## config.mk

```make
export PLATFORM = sky130hd
export DESIGN_NAME = sram_async_ctrl
export DESIGN_NICKNAME = d
export VERILOG_FILES = /design/src/rtl/sramc_pkg.sv /design/src/rtl/sramc_phase_timer.sv /design/src/rtl/sramc_seq.sv /design/src/rtl/sram_async_ctrl.sv
export SDC_FILE = /design/constraint.sdc
export NUM_CORES = 1
export LEC_CHECK = 0
export BUFFER_PORTS_ARGS = -buffer_cell sky130_fd_sc_hd__buf_4
export CAP_MARGIN = 20
export CORE_ASPECT_RATIO = 1.5
export CORE_MARGIN = 3
export CORE_UTILIZATION = 30
export DETAILED_ROUTE_END_ITERATION = 16
export MAX_ROUTING_LAYER = met4
export PLACE_DENSITY = 0.6
export SLEW_MARGIN = 10
export SYNTH_ARGS = -nofsm -noshare
export SYNTH_HDL_FRONTEND = slang
export SYNTH_SLANG_ARGS = --single-unit
```

## constraint.sdc

```tcl
create_clock -name clk -period 3.2 [get_ports clk]
set_input_delay 0.48 -clock clk [delete_from_list [all_inputs] [get_ports clk]]
set_output_delay 0.48 -clock clk [all_outputs]
set_load 0.02 [all_outputs]
```

## src/rtl/sramc_pkg.sv

```systemverilog
// Shared types for the asynchronous SRAM access controller.
package sramc_pkg;

    // Phases of one memory access, in the order a transaction visits them.
    typedef enum logic [2:0] {
        PH_IDLE    = 3'd0,
        PH_SETUP   = 3'd1,
        PH_STROBE  = 3'd2,
        PH_ACCESS  = 3'd3,
        PH_RECOVER = 3'd4
    } phase_e;

endpackage

```

## src/rtl/sramc_phase_timer.sv

```systemverilog
// Down-counter that times one phase.
// Assumes: load is pulsed at phase entry with (length - 1).
// done is high on the last cycle of the phase.
module sramc_phase_timer #(
    parameter int CNT_W = 4
) (
    input  logic             clk,
    input  logic             rst_n,
    input  logic             load,
    input  logic [CNT_W-1:0] load_val,
    output logic             done
);
    logic [CNT_W-1:0] cnt_q;

    // Reload at phase entry, otherwise count down and hold at zero.
    always_ff @(posedge clk) begin
        if (!rst_n)
            cnt_q <= '0;
        else if (load)
            cnt_q <= load_val;
        else if (cnt_q != '0)
            cnt_q <= cnt_q - 1'b1;
    end

    assign done = (cnt_q == '0);
endmodule

```

## src/rtl/sramc_seq.sv

```systemverilog
// Phase sequencer: steps IDLE -> SETUP -> (STROBE | ACCESS) -> RECOVER -> IDLE.
// Assumes: all phase lengths are at least one cycle, and op_write is stable
// from the cycle after start until the access returns to IDLE.
module sramc_seq
    import sramc_pkg::*;
#(
    parameter int ASU_CYC = 1,
    parameter int STB_CYC = 2,
    parameter int ACC_CYC = 2,
    parameter int REC_CYC = 1,
    parameter int CNT_W   = 2
) (
    input  logic   clk,
    input  logic   rst_n,
    input  logic   start,
    input  logic   op_write,
    output phase_e phase,
    output logic   sample_now,
    output logic   write_end
);
    localparam logic [CNT_W-1:0] LD_ASU = CNT_W'(ASU_CYC - 1);
    localparam logic [CNT_W-1:0] LD_STB = CNT_W'(STB_CYC - 1);
    localparam logic [CNT_W-1:0] LD_ACC = CNT_W'(ACC_CYC - 1);
    localparam logic [CNT_W-1:0] LD_REC = CNT_W'(REC_CYC - 1);

    phase_e           ph_q, ph_d;
    logic             t_load;
    logic [CNT_W-1:0] t_val;
    logic             t_done;

    sramc_phase_timer #(.CNT_W(CNT_W)) u_timer (
        .clk      (clk),
        .rst_n    (rst_n),
        .load     (t_load),
        .load_val (t_val),
        .done     (t_done)
    );

    // Next phase and timer reload for the phase being entered.
    always_comb begin
        ph_d       = ph_q;
        t_load     = 1'b0;
        t_val      = '0;
        sample_now = 1'b0;
        write_end  = 1'b0;
        unique case (ph_q)
            PH_IDLE: if (start) begin
                ph_d = PH_SETUP; t_load = 1'b1; t_val = LD_ASU;
            end
            PH_SETUP: if (t_done) begin
                t_load = 1'b1;
                if (op_write) begin ph_d = PH_STROBE; t_val = LD_STB; end
                else          begin ph_d = PH_ACCESS; t_val = LD_ACC; end
            end
            PH_STROBE: if (t_done) begin
                ph_d = PH_RECOVER; t_load = 1'b1; t_val = LD_REC; write_end = 1'b1;
            end
            PH_ACCESS: if (t_done) begin
                ph_d = PH_RECOVER; t_load = 1'b1; t_val = LD_REC; sample_now = 1'b1;
            end
            PH_RECOVER: if (t_done) ph_d = PH_IDLE;
            default: ph_d = PH_IDLE;
        endcase
    end

    // Phase register.
    always_ff @(posedge clk) begin
        if (!rst_n) ph_q <= PH_IDLE;
        else        ph_q <= ph_d;
    end

    assign phase = ph_q;
endmodule

```

## src/rtl/sram_async_ctrl.sv

```systemverilog
// Asynchronous SRAM access controller top.
// Captures one host request, then drives the memory pins from the phase
// sequencer. Address and data-in change only at acceptance, which happens
// only while chip select is high. Write enable is low only in the strobe phase.
// Assumes: every *_CYC parameter is >= 1 and covers the memory's timing at the
// clock period in use.
module sram_async_ctrl
    import sramc_pkg::*;
#(
    parameter int ADDR_W  = 14,
    parameter int ASU_CYC = 1,
    parameter int WP_CYC  = 2,
    parameter int DSU_CYC = 1,
    parameter int ACC_CYC = 2,
    parameter int REC_CYC = 1
) (
    input  logic              clk,
    input  logic              rst_n,
    input  logic              req_valid,
    output logic              req_ready,
    input  logic              req_write,
    input  logic [ADDR_W-1:0] req_addr,
    input  logic              req_wdata,
    output logic              rd_valid,
    output logic              rd_data,
    output logic              wr_done,
    output logic [ADDR_W-1:0] mem_addr,
    output logic              mem_cs_n,
    output logic              mem_we_n,
    output logic              mem_din,
    input  logic              mem_dout
);
    localparam int STB_CYC = (WP_CYC > DSU_CYC) ? WP_CYC : DSU_CYC;
    localparam int MAX_A   = (ASU_CYC > STB_CYC) ? ASU_CYC : STB_CYC;
    localparam int MAX_B   = (ACC_CYC > REC_CYC) ? ACC_CYC : REC_CYC;
    localparam int MAX_CYC = (MAX_A > MAX_B) ? MAX_A : MAX_B;
    localparam int CNT_W   = (MAX_CYC > 1) ? $clog2(MAX_CYC) : 1;

    phase_e            phase;
    logic              accept, sample_now, write_end;
    logic [ADDR_W-1:0] addr_q;
    logic              wr_q, wd_q, rd_q, rv_q, wdn_q;

    assign req_ready = (phase == PH_IDLE);
    assign accept    = req_valid && req_ready;

    sramc_seq #(
        .ASU_CYC (ASU_CYC),
        .STB_CYC (STB_CYC),
        .ACC_CYC (ACC_CYC),
        .REC_CYC (REC_CYC),
        .CNT_W   (CNT_W)
    ) u_seq (
        .clk        (clk),
        .rst_n      (rst_n),
        .start      (accept),
        .op_write   (wr_q),
        .phase      (phase),
        .sample_now (sample_now),
        .write_end  (write_end)
    );

    // Capture the request fields at acceptance only.
    always_ff @(posedge clk) begin
        if (!rst_n) begin
            addr_q <= '0;
            wr_q   <= 1'b0;
            wd_q   <= 1'b0;
        end else if (accept) begin
            addr_q <= req_addr;
            wr_q   <= req_write;
            wd_q   <= req_wdata;
        end
    end

    // Sample data-out at the end of a read window and raise the done strobes.
    always_ff @(posedge clk) begin
        if (!rst_n) begin
            rd_q  <= 1'b0;
            rv_q  <= 1'b0;
            wdn_q <= 1'b0;
        end else begin
            rv_q  <= sample_now;
            wdn_q <= write_end;
            if (sample_now) rd_q <= mem_dout;
        end
    end

    // Pin decode from the phase register.
    always_comb begin
        mem_cs_n = !(phase == PH_SETUP || phase == PH_STROBE || phase == PH_ACCESS);
        mem_we_n = (phase != PH_STROBE);
    end

    assign mem_addr = addr_q;
    assign mem_din  = wd_q;
    assign rd_valid = rv_q;
    assign rd_data  = rd_q;
    assign wr_done  = wdn_q;
endmodule

```

==> results of run 1 <==
kinds of logic after synthesis:
group                  count (synthesis)
AOI/OAI and AO/OA                      4
and+or+nand+nor                       52
DFF                                   23
muxes                                 17
buffers and inverters                 10
per-stage QoR:
stage	std cells	area, sq um	power [W]
4_1_cts	182	1330	0.0006626
6_report	182	1330	0.0006543
2_1_floorplan	106	1005	0.0004385
3_5_place_dp	178	1285	0.0004898
3_3_place_gp	178	1285	0.0004858
5_1_grt	182	1330	0.0006864
registers in the layout, indices dropped and copies added, names as in the netlist:
signal / flops
wr_done: 1
u_seq.phase: 3
mem_din: 1
wr_q: 1
rd_valid: 1
mem_addr: 14
u_seq.u_timer.cnt_q: 1
rd_data: 1
worst reg2reg max path: stages, from the launching register on:
cell and delay [ns]:
sky130_fd_sc_hd__dfxtp_1 0.41, sky130_fd_sc_hd__nor4b_4 0.30, sky130_fd_sc_hd__buf_4 0.32, sky130_fd_sc_hd__mux2i_1 0.23
metal layers:
metal / track usage (%) / wire [um] / share of wire, %
met1: 11.85 / 824 / 42
met2: 17.57 / 989 / 50
met3: 2.136 / 140 / 7.1
met4: 5.371 / 22 / 1.1
met5: - / 0 / 0
cell usage in the layout (no fill, tap or decap), drive strengths merged:
cell type	synthesis	final
buf	8	41
nand2	37	37
dfxtp	23	23
mux2i	17	17
clkbuf	1	4
nor2	2	2
or3b	2	2
nor3b	2	2
nand2b	2	2
nor3	1	1
o21bai	1	1
nor4b	1	1
a21oi	1	1
inv	1	1
or2	1	1
nor2b	1	1
a221oi	1	1
and4bb	1	1
nor4	1	1
nor4bb	1	1
o21a	1	1
layout make-up:
class                      count  area, sq um  share of cell area, %
timing repair buffer          41        307.8                  23.14
sequential                    23        460.4                  34.62
tap                           40        50.05                  3.763
clock buffer                   4        45.04                  3.387
inverter                       1        3.754                 0.2822
multi-input combinational     73        462.9                  34.81
report_power, final:
part           total, W  leakage, nW  switching (W)  internal [W]
combinational  0.000150        0.390      0.0000736     0.0000765
sequential     0.000331        0.188      0.0000216      0.000309
clock          0.000173       0.0228      0.0000848     0.0000885
worst min-delay path by stage:
stage	slack [ns]	end
6_report	0.46	wr_q$_SDFFE_PN0P_
5_1_grt	0.48	mem_addr[2]$_SDFFE_PN0P_
4_1_cts	0.46	wr_q$_SDFFE_PN0P_
3_5_place_dp	0.45	wr_q$_SDFFE_PN0P_
3_3_place_gp	0.44	wr_q$_SDFFE_PN0P_
2_1_floorplan	0.43	wr_q$_SDFFE_PN0P_
==> Flow_metrics.wiki, run 1 <==
{| class="wikitable"
! Metric !! Value
|-
| Pin count of the biggest net entering global routing || 39
|-
| Share of flip-flops with an asynchronous set or reset || 0%
|-
| Worst hold stages || 2
|-
| # diodes || 0
|-
| Post-CTS sizing || 0
|-
| Cell Chain, Critical Path || o21bai_1 > buf_4
|-
| Post-route clock period utilization || 49.55%
|-
| DRT antenna net count || 0
|-
| Initial core utilization || 31.49%
|-
| Vias || 820
|-
| Area of the mapped netlist || 1005 sq um
|-
| Min Clock Period, post-route || 1.586 ns
|-
| Via count of the first global-routing pass || 812
|-
| Number of endpoints failing setup at the final stage || 0
|-
| Number of nets produced by synthesis || 126
|-
| Clock tree buffer depth || 2
|-
| Max Fclk || 0.6306 GHz
|-
| Nets || 163
|-
| Clk root buf || sky130_fd_sc_hd__clkbuf_8
|-
| Yosys reg bits || 23
|-
| Post-synthesis mux area share || 16.94%
|-
| First-pass GRT wire length || 3318 um
|-
| Critical register-to-register path endpoint || mem_addr[13]$_SDFFE_PN0P_
|-
| CTS buffer count || 3
|-
| CP startpoint || u_seq.phase[2]$_SDFFE_PN0P_
|-
| Buffers and inverters on the worst path || 1
|-
| Die boundary width || 53.25 um
|-
| Insertion delay to the later sink of the worst-skew pair || 0.26 ns
|-
| CTS Hold Bufs || 0
|-
| Number of hold violations in the final report || 0
|-
| Top_reg_cell synth || sky130_fd_sc_hd__dfxtp_1
|-
| P per Cell Area || 491.9 nW/um^2
|-
| Most instantiated cells after synthesis || sky130_fd_sc_hd__nand2_1 (37), sky130_fd_sc_hd__dfxtp_1 (23), sky130_fd_sc_hd__mux2i_1 (17)
|-
| End point of the critical path || mem_cs_n
|-
| I/O Pins || 41
|-
| Worst Hold Class || reg -> reg
|-
| Total number of yosys warnings || 0
|-
| IO buf count || 40
|-
| Violation count after the first detailed-route iteration || 8
|-
| Final hold slack || 0.4583 ns
|-
| Data arrival time of the critical path || 1.11 ns
|-
| Startpoint of the lowest-slack register-to-register path || u_seq.phase[2]$_SDFFE_PN0P_
|-
| Most used standard cell by instance count after synthesis || sky130_fd_sc_hd__nand2_1
|-
| Reg2Reg Depth || 3
|-
| Setup Crit Path Kind || reg -> out
|-
| DPL Wire Length || 1457 um
|-
| Cell type of the slowest stage on the worst timing path || sky130_fd_sc_hd__dfxtp_1
|-
| Number of iterations in the first detailed-routing pass || 3
|-
| Slack of the worst reg-to-reg path || 1.87 ns
|-
| Area of the die || 4094 sq um
|-
| Synthesis-to-finish area growth || 32.38%
|-
| Total wire length after detailed routing || 1977 um
|-
| Dominant delay contributor by cell family on the critical path || flip-flops
|-
| Post-Synth XOR/XNOR Area || 0%
|-
| Required time of the critical path || 2.72 ns
|-
| Unrepaired setup endpoints after global routing || false
|-
| Number of flops mapped to enable cells by yosys || 0
|-
| CTS tree || yes
|-
| H-Tree Depth || 1
|-
| Max-slew violation count || 0
|-
| Crit-path max FO || 10
|-
| Slew at the pin with the worst max-slew slack || 0.4123 ns
|-
| Total track usage || 10.72%
|-
| Clock skew || 0.005106 ns
|-
| Fraction of post-synthesis cell area in the top cell type by area || 45.83%
|-
| Share of the synthesized area in compound gates (AO/OA/AOI/OAI) || 2.864%
|-
| Cell count after synthesis || 106
|-
| Max transition margin || 72.48%
|-
| GRT Residual Overflow || 0
|-
| Sequential cell area fraction in the yosys report || 45.83%
|-
| Layout cell share with drive strength beyond 1 || 32.39%
|-
| Minimum setup slack in the final design || 1.614 ns
|-
| Combinational family with the most area after synthesis || simple AND/OR/NAND/NOR gates
|-
| Post-placement setup slack || 1.825 ns
|-
| Max-cap violation count || 0
|-
| Clock input transition at the sequential cells of the worst setup and hold paths || 0.08 ns
|-
| Final Core Density || 41.69%
|-
| Mean post-synth cell area || 9.478 sq um
|-
| Total DRC errors in the routed layout || 0
|-
| Floorplan die height || 76.88 um
|-
| Startpoint of the lowest-slack hold path || wr_q$_SDFFE_PN0P_
|-
| Area share of and/or/nand/nor cells after synthesis || 26.28%
|-
| FP Rows || 25
|-
| Fill cell count || 329
|-
| Critical Path Source Type || register
|-
| Initial antenna violation count || 0
|-
| Routability cong. || 0.6474
|-
| Cell types occupying the most area after synthesis || sky130_fd_sc_hd__dfxtp_1 (46%), sky130_fd_sc_hd__mux2i_1 (17%), sky130_fd_sc_hd__nand2_1 (14%), sky130_fd_sc_hd__buf_6 (3.4%), sky130_fd_sc_hd__nor4b_4 (2.4%)
|-
| Leakage power summed over all cells || 0.6007 nW
|-
| Max rail drop VDD || 0.2843 mV
|-
| CP endpoint kind || primary output
|-
| Post-synthesis cell type count || 24
|-
| Outcome || complete, no violations
|-
| Number of clock sinks || 23
|-
| Setup TNS || 0 ns
|-
| Total stage count of the critical path || 2
|-
| Post-CTS setup-driven buffer insertion count || 0
|-
| Core region area || 3191 sq um
|-
| Library cell occupying the most area in the post-synthesis netlist || sky130_fd_sc_hd__dfxtp_1
|-
| Detail-routed net length per standard cell || 10.86 um
|-
| Detailed-route vias per instance || 4.505
|-
| Adder-Cell Fraction of Synth Area || 0%
|-
| Largest stage delay on the critical path || 0.52 ns
|}
Power figures use the tool's default switching activity.
==> run 2: changes to the inputs <==
- clock period: 3.2 -> 1.5 ns (I/O delays scaled with it)
==> run 2 against run 1 <==
  * Die area is the same
  * Utilization grew 0.39 points
  * Sequential share of layout area down 0.32 points
  * Cell count is the same
  * Total power is 120% higher
==> Flow_metrics.wiki, run 2 (synthesis results as in run 1) <==
{| class="wikitable"
! Metric !! Value
|-
| Outcome || complete, no violations
|-
| Number of clock sinks || 23
|-
| Area of the die || 4094 sq um
|-
| DPL Wire Length || 1399 um
|-
| Number of iterations in the first detailed-routing pass || 2
|-
| P per Cell Area || 1051 nW/um^2
|-
| Critical Path Source Type || register
|-
| Nets || 163
|-
| Core region area || 3191 sq um
|-
| Data arrival time of the critical path || 1.13 ns
|-
| Detail-routed net length per standard cell || 10.77 um
|-
| Post-CTS setup-driven buffer insertion count || 0
|-
| Worst hold stages || 3
|-
| CP endpoint kind || primary output
|-
| GRT Residual Overflow || 0
|-
| Unrepaired setup endpoints after global routing || false
|-
| Setup Crit Path Kind || reg -> out
|-
| Max rail drop VDD || 0.4709 mV
|-
| Insertion delay to the later sink of the worst-skew pair || 0.26 ns
|-
| Worst Hold Class || in -> reg
|-
| Reg2Reg Depth || 3
|-
| Total DRC errors in the routed layout || 0
|-
| H-Tree Depth || 1
|-
| Clock input transition at the sequential cells of the worst setup and hold paths || 0.08 ns
|-
| Violation count after the first detailed-route iteration || 17
|-
| DRT antenna net count || 0
|-
| FP Rows || 25
|-
| CTS Hold Bufs || 0
|-
| Total track usage || 10.71%
|-
| Most common library cell in the layout ignoring fill and taps || sky130_fd_sc_hd__buf_4
|-
| Pin count of the biggest net entering global routing || 39
|-
| Setup TNS || 0 ns
|-
| Synthesis-to-finish area growth || 33.62%
|-
| I/O Pins || 41
|-
| Number of endpoints failing setup at the final stage || 0
|-
| IO buf count || 40
|-
| Max Fclk || 0.7392 GHz
|-
| Clk root buf || sky130_fd_sc_hd__clkbuf_8
|-
| Minimum setup slack in the final design || 0.1471 ns
|-
| CP startpoint || u_seq.phase[1]$_SDFFE_PN0P_
|-
| Layout cell share with drive strength beyond 1 || 32.39%
|-
| Total wire length after detailed routing || 1960 um
|-
| Max-cap violation count || 0
|-
| Min Clock Period, post-route || 1.353 ns
|-
| Vias || 797
|-
| # diodes || 0
|-
| Leakage power summed over all cells || 0.6046 nW
|-
| Hold-critical path endpoint || mem_addr[12]$_SDFFE_PN0P_
|-
| Commonest cells after routing, fill and taps aside || sky130_fd_sc_hd__buf_4 (40), sky130_fd_sc_hd__nand2_1 (37), sky130_fd_sc_hd__dfxtp_1 (23), sky130_fd_sc_hd__mux2i_1 (17), sky130_fd_sc_hd__clkbuf_8 (3)
|-
| Slew at the pin with the worst max-slew slack || 0.4309 ns
|-
| CTS buffer count || 3
|-
| Clock tree buffer depth || 2
|-
| Max transition margin || 71.24%
|-
| Critical register-to-register path endpoint || mem_addr[3]$_SDFFE_PN0P_
|-
| Floorplan die height || 76.88 um
|-
| Startpoint of the lowest-slack hold path || req_addr[12]
|-
| Initial antenna violation count || 0
|-
| Detailed-route vias per instance || 4.379
|-
| Number of flip-flops under the largest register name || 14
|-
| Clock skew || 0.003354 ns
|-
| Die boundary width || 53.25 um
|-
| Number of hold violations in the final report || 0
|-
| Post-route clock period utilization || 90.19%
|-
| Slack of the worst reg-to-reg path || 0.24 ns
|-
| Startpoint of the lowest-slack register-to-register path || u_seq.phase[2]$_SDFFE_PN0P_
|-
| Crit-path max FO || 13
|-
| CTS tree || yes
|-
| Post-CTS sizing || 0
|-
| Via count of the first global-routing pass || 747
|-
| Required time of the critical path || 1.27 ns
|-
| Routability cong. || 0.7224
|-
| Initial core utilization || 31.49%
|-
| Max-slew violation count || 0
|-
| First-pass GRT wire length || 3229 um
|-
| Post-placement setup slack || 0.2451 ns
|}
==> run 2: how the worst max path moves through the flow <==
stage / end / slack (ns) / depth (start not counted)
5_1_grt: mem_cs_n / 0.03 / 2
6_report: mem_cs_n / 0.15 / 2
3_3_place_gp: mem_addr[0]$_SDFFE_PN0P_ / 0.30 / 3
4_1_cts: mem_cs_n / 0.13 / 2
2_1_floorplan: mem_addr[0]$_SDFFE_PN0P_ / 0.29 / 5
3_5_place_dp: mem_addr[3]$_SDFFE_PN0P_ / 0.25 / 3
==> run 2: critical path, stage by stage, from the launching register on <==
cell                       delay (ns)
sky130_fd_sc_hd__dfxtp_1         0.59
sky130_fd_sc_hd__o21bai_1        0.11
sky130_fd_sc_hd__buf_4           0.17
==> run 2: routing by layer <==
| metal | routed length (um) | global-route usage (%) | vias up |
|---|---|---|---|
| met4 | 31 | 6.138 | 0 |
| met3 | 125 | 2.330 | 4 |
| met5 | 0 | - | - |
| li1 | - | - | 420 |
| met2 | 914 | 16.22 | 28 |
| met1 | 889 | 12.65 | 345 |
==> run 2: final cells by class <==
cell class              count  area (sq um)
well taps                  40         50.05
fillers                   334          1848
repair buffers             41         320.3
flip-flops and latches     23         460.4
multi-input cells          73         462.9
inverters                   1         3.754
clock buffers               4         45.04
==> run 2: through the flow <==
step	instance area, sq um	power, W	hold slack, ns	std cells	utilization (%)
floorplan	1005	0.0009355	0.3570	106	-
global placement	1297	0.001047	0.4417	178	40.67
detailed placement	1297	0.001053	0.4454	178	40.67
CTS	1343	0.001437	0.2043	182	42.08
global route	1343	0.001497	0.2051	182	42.08
finish	1343	0.001411	0.2119	182	42.08
==> run 2: power by group <==
part	internal, W	switching [W]
Clock	0.000189	0.000186
Combinational	0.000171	0.000159
Sequential	0.000660	0.0000457
Total	0.00102	0.000391
==> run 3: changes to the inputs <==
- SYNTH_HIERARCHICAL: default -> 1
==> run 3 against run 2 <==
  * Register-to-register slack got worse by 0.17 ns
  * Final area rose by 2.1%
  * Die area fell by 3.0%
  * First-iteration DRC count rose by 29%
  * Clock skew rose by 0.00094 ns
  * Largest cell class is now sequential cells
  * Critical path depth rose by 2
  * Highest routed layer unchanged
==> Flow_metrics.wiki, run 3 <==
{| class="wikitable"
! Metric !! Value
|-
| Number of nets produced by synthesis || 124
|-
| Layout cell share with drive strength beyond 1 || 36.55%
|-
| Final hold slack || 0.2149 ns
|-
| Number of hold violations in the final report || 0
|-
| Max rail drop VDD || 0.6300 mV
|-
| Routability cong. || 0.8211
|-
| Post-synthesis mux area share || 17.53%
|-
| DP Area || 1311 sq um
|-
| Most used standard cell by instance count after synthesis || sky130_fd_sc_hd__nand2_1
|-
| Clock input transition at the sequential cells of the worst setup and hold paths || 0.08 ns
|-
| Total track usage || 11.38%
|-
| Number of endpoints failing setup at the final stage || 0
|-
| Sequential cell area || 469.2 sq um
|-
| I/O Pins || 41
|-
| Largest stage delay on the critical path || 0.40 ns
|-
| Required time of the critical path || 1.70 ns
|-
| Final Core Density || 45.67%
|-
| Insertion delay to the later sink of the worst-skew pair || 0.26 ns
|-
| Post-layout instance count excluding filler cells || 184
|-
| Critical Path Source Type || register
|-
| CTS tree || yes
|-
| GRT Residual Overflow || 0
|-
| Synthesis-to-finish area growth || 41.24%
|-
| Max Fclk || 0.6990 GHz
|-
| Worst Hold Class || in -> reg
|-
| Top_reg_cell synth || sky130_fd_sc_hd__dfxtp_1
|-
| Combinational family with the most area after synthesis || simple AND/OR/NAND/NOR gates
|-
| FP Rows || 24
|-
| Via count of the first global-routing pass || 811
|-
| Total number of yosys warnings || 6
|-
| Commonest cells after routing, fill and taps aside || sky130_fd_sc_hd__buf_4 (41), sky130_fd_sc_hd__nand2_1 (32), sky130_fd_sc_hd__dfxtp_1 (20), sky130_fd_sc_hd__mux2i_1 (17)
|-
| Most instantiated cells after synthesis || sky130_fd_sc_hd__nand2_1 (32), sky130_fd_sc_hd__dfxtp_1 (23), sky130_fd_sc_hd__mux2i_1 (17)
|-
| Share of the synthesized area in compound gates (AO/OA/AOI/OAI) || 4.897%
|-
| Die boundary width || 52.45 um
|-
| Initial core utilization || 32.33%
|-
| CP endpoint kind || register
|-
| Total DRC errors in the routed layout || 0
|-
| Yosys reg bits || 23
|-
| Summed area of non-filler cells in the final layout || 1371 sq um
|-
| CTS buffer count || 3
|-
| Leakage power summed over all cells || 0.6406 nW
|-
| Sequential cell area fraction in the yosys report || 47.42%
|-
| IO buf count || 40
|-
| Clk root buf || sky130_fd_sc_hd__clkbuf_8
|-
| Outcome || complete, no violations
|-
| Number of iterations in the first detailed-routing pass || 4
|-
| Setup Crit Path Kind || reg -> reg
|-
| Post-synthesis cell type count || 24
|-
| Number of clock sinks || 23
|-
| Share of flip-flops with an asynchronous set or reset || 0%
|-
| Area of the mapped netlist || 970.9 sq um
|-
| Min Clock Period, post-route || 1.431 ns
|-
| Max transition margin || 77.17%
|-
| Detail-routed net length per standard cell || 11.15 um
|-
| Slew at the pin with the worst max-slew slack || 0.3424 ns
|-
| H-Tree Depth || 1
|-
| DPL Wire Length || 1512 um
|-
| # diodes || 0
|-
| Post-Synth XOR/XNOR Area || 0%
|-
| Max-cap violation count || 0
|-
| P per Cell Area || 1130 nW/um^2
|-
| Area of the die || 3969 sq um
|-
| Nets || 166
|-
| Most common library cell in the layout ignoring fill and taps || sky130_fd_sc_hd__buf_4
|-
| Violation count after the first detailed-route iteration || 22
|-
| Sum of internal, switching and leakage power || 0.001550 W
|-
| Number of flip-flops under the largest register name || 14
|-
| Adder-Cell Fraction of Synth Area || 0%
|-
| Core region area || 3003 sq um
|-
| Total wire length after detailed routing || 2052 um
|-
| Fraction of post-synthesis cell area in the top cell type by area || 47.42%
|-
| DRT antenna net count || 0
|-
| Number of flops mapped to enable cells by yosys || 0
|-
| Area share of and/or/nand/nor cells after synthesis || 24.48%
|-
| Pin count of the biggest net entering global routing || 39
|-
| Max-slew violation count || 0
|-
| Cell type of the slowest stage on the worst timing path || sky130_fd_sc_hd__or3b_4
|-
| Clock tree buffer depth || 2
|-
| Cell Chain, Critical Path || nor4b_4 > or3b_4 > a21oi_1 > and3_1
|-
| Cell types occupying the most area after synthesis || sky130_fd_sc_hd__dfxtp_1 (47%), sky130_fd_sc_hd__mux2i_1 (18%), sky130_fd_sc_hd__nand2_1 (12%), sky130_fd_sc_hd__buf_12 (2.1%), sky130_fd_sc_hd__nand2b_1 (1.9%)
|-
| Post-route clock period utilization || 95.38%
|-
| Total area of multi-input combinational cells || 469.2 sq um
|-
| Number of placed instances with taps included || 180
|-
| Fill cell count || 316
|-
| Clock skew || 0.004294 ns
|-
| First-pass GRT wire length || 3353 um
|-
| Crit-path max FO || 6
|-
| Vias || 822
|-
| Floorplan die height || 75.68 um
|-
| Data arrival time of the critical path || 1.63 ns
|-
| Mean post-synth cell area || 9.336 sq um
|-
| Cell count after synthesis || 104
|-
| Initial antenna violation count || 0
|-
| Library cell occupying the most area in the post-synthesis netlist || sky130_fd_sc_hd__dfxtp_1
|-
| Detailed-route vias per instance || 4.467
|}
==> run 3: cell types whose count changed in the layout (fill, tap and decap cells not counted), sizes merged, moves of 2 or more <==
cell / before / now
nand3b: 0 / 2
and2: 0 / 2
buf: 41 / 43
nor3b: 2 / 0
nand2: 37 / 32
==> run 3: routing by layer <==
layer  global-route usage, %  routed length (um)  up-vias  part of all wire (%)
met5                       -                   0        -                     0
met4                   3.409                  17        0                  0.83
met3                   1.957                 128        2                   6.2
met2                   19.48                1012       25                    49
met1                   13.54                 893      369                    44
li1                        -                   -      426                     -
==> run 3: kinds of logic (layout without fill, tap and decap cells) <==
kind of cell,Yosys count,count (layout)
AND/OR/NAND/NOR,49,49
AO/OA/AOI/OAI,7,7
flip-flops,23,23
multiplexers,17,17
buffers and inverters,8,49
==> run 3: metrics by stage <==
step           setup slack, ns   TNS [ns]
6_report               0.06929          0
5_1_grt              -0.006694  -0.006694
4_1_cts                0.02048          0
3_5_place_dp            0.1070          0
3_3_place_gp            0.1487          0
2_1_floorplan          -0.1221    -0.1221
==> run 3: timing repair <==
action | 4_1_cts | 5_1_grt
setup endpoints to repair | 1 | 2
resized for setup | 1 | 4
hold buffers | 0 | 0
buffers inserted | 0 | 0
pin swaps | 0 | 1
==> run 3: cell type report <==
type / count / area share (%)
Clock inverter: 1 / 0.3650
Clock buffer: 3 / 3.011
Inverter: 2 / 0.5474
Sequential cell: 23 / 34.22
Multi-Input combinational cell: 73 / 34.22
Tap cell: 39 / 3.558
Timing Repair Buffer: 43 / 24.09
==> run 3: critical path, delay by kind of cell, from the launching register on <==
kind            cells  cell delay, ns
compound gates      1            0.14
flops               1            0.37
simple gates        3            0.86
==> run 3: final timing paths <==
check,slack (ns),end,from,cells past startpoint
hold / removal,0.21,wr_q$_SDFFE_PN0P_,req_write,3
setup / recovery,0.07,u_seq/u_timer/cnt_q$_SDFF_PN0_,u_seq/phase[0]$_SDFFE_PN0P_,4
hold reg to reg,0.46,mem_din$_SDFFE_PN0P_,mem_din$_SDFFE_PN0P_,2
setup reg to reg,0.07,u_seq/u_timer/cnt_q$_SDFF_PN0_,u_seq/phase[0]$_SDFFE_PN0P_,4
==> run 3: power breakdown <==
group	leakage, nW	internal, W	switching (W)
clock network	0.0255	0.000185	0.000189
logic	0.425	0.000230	0.000227
registers	0.190	0.000675	0.0000443
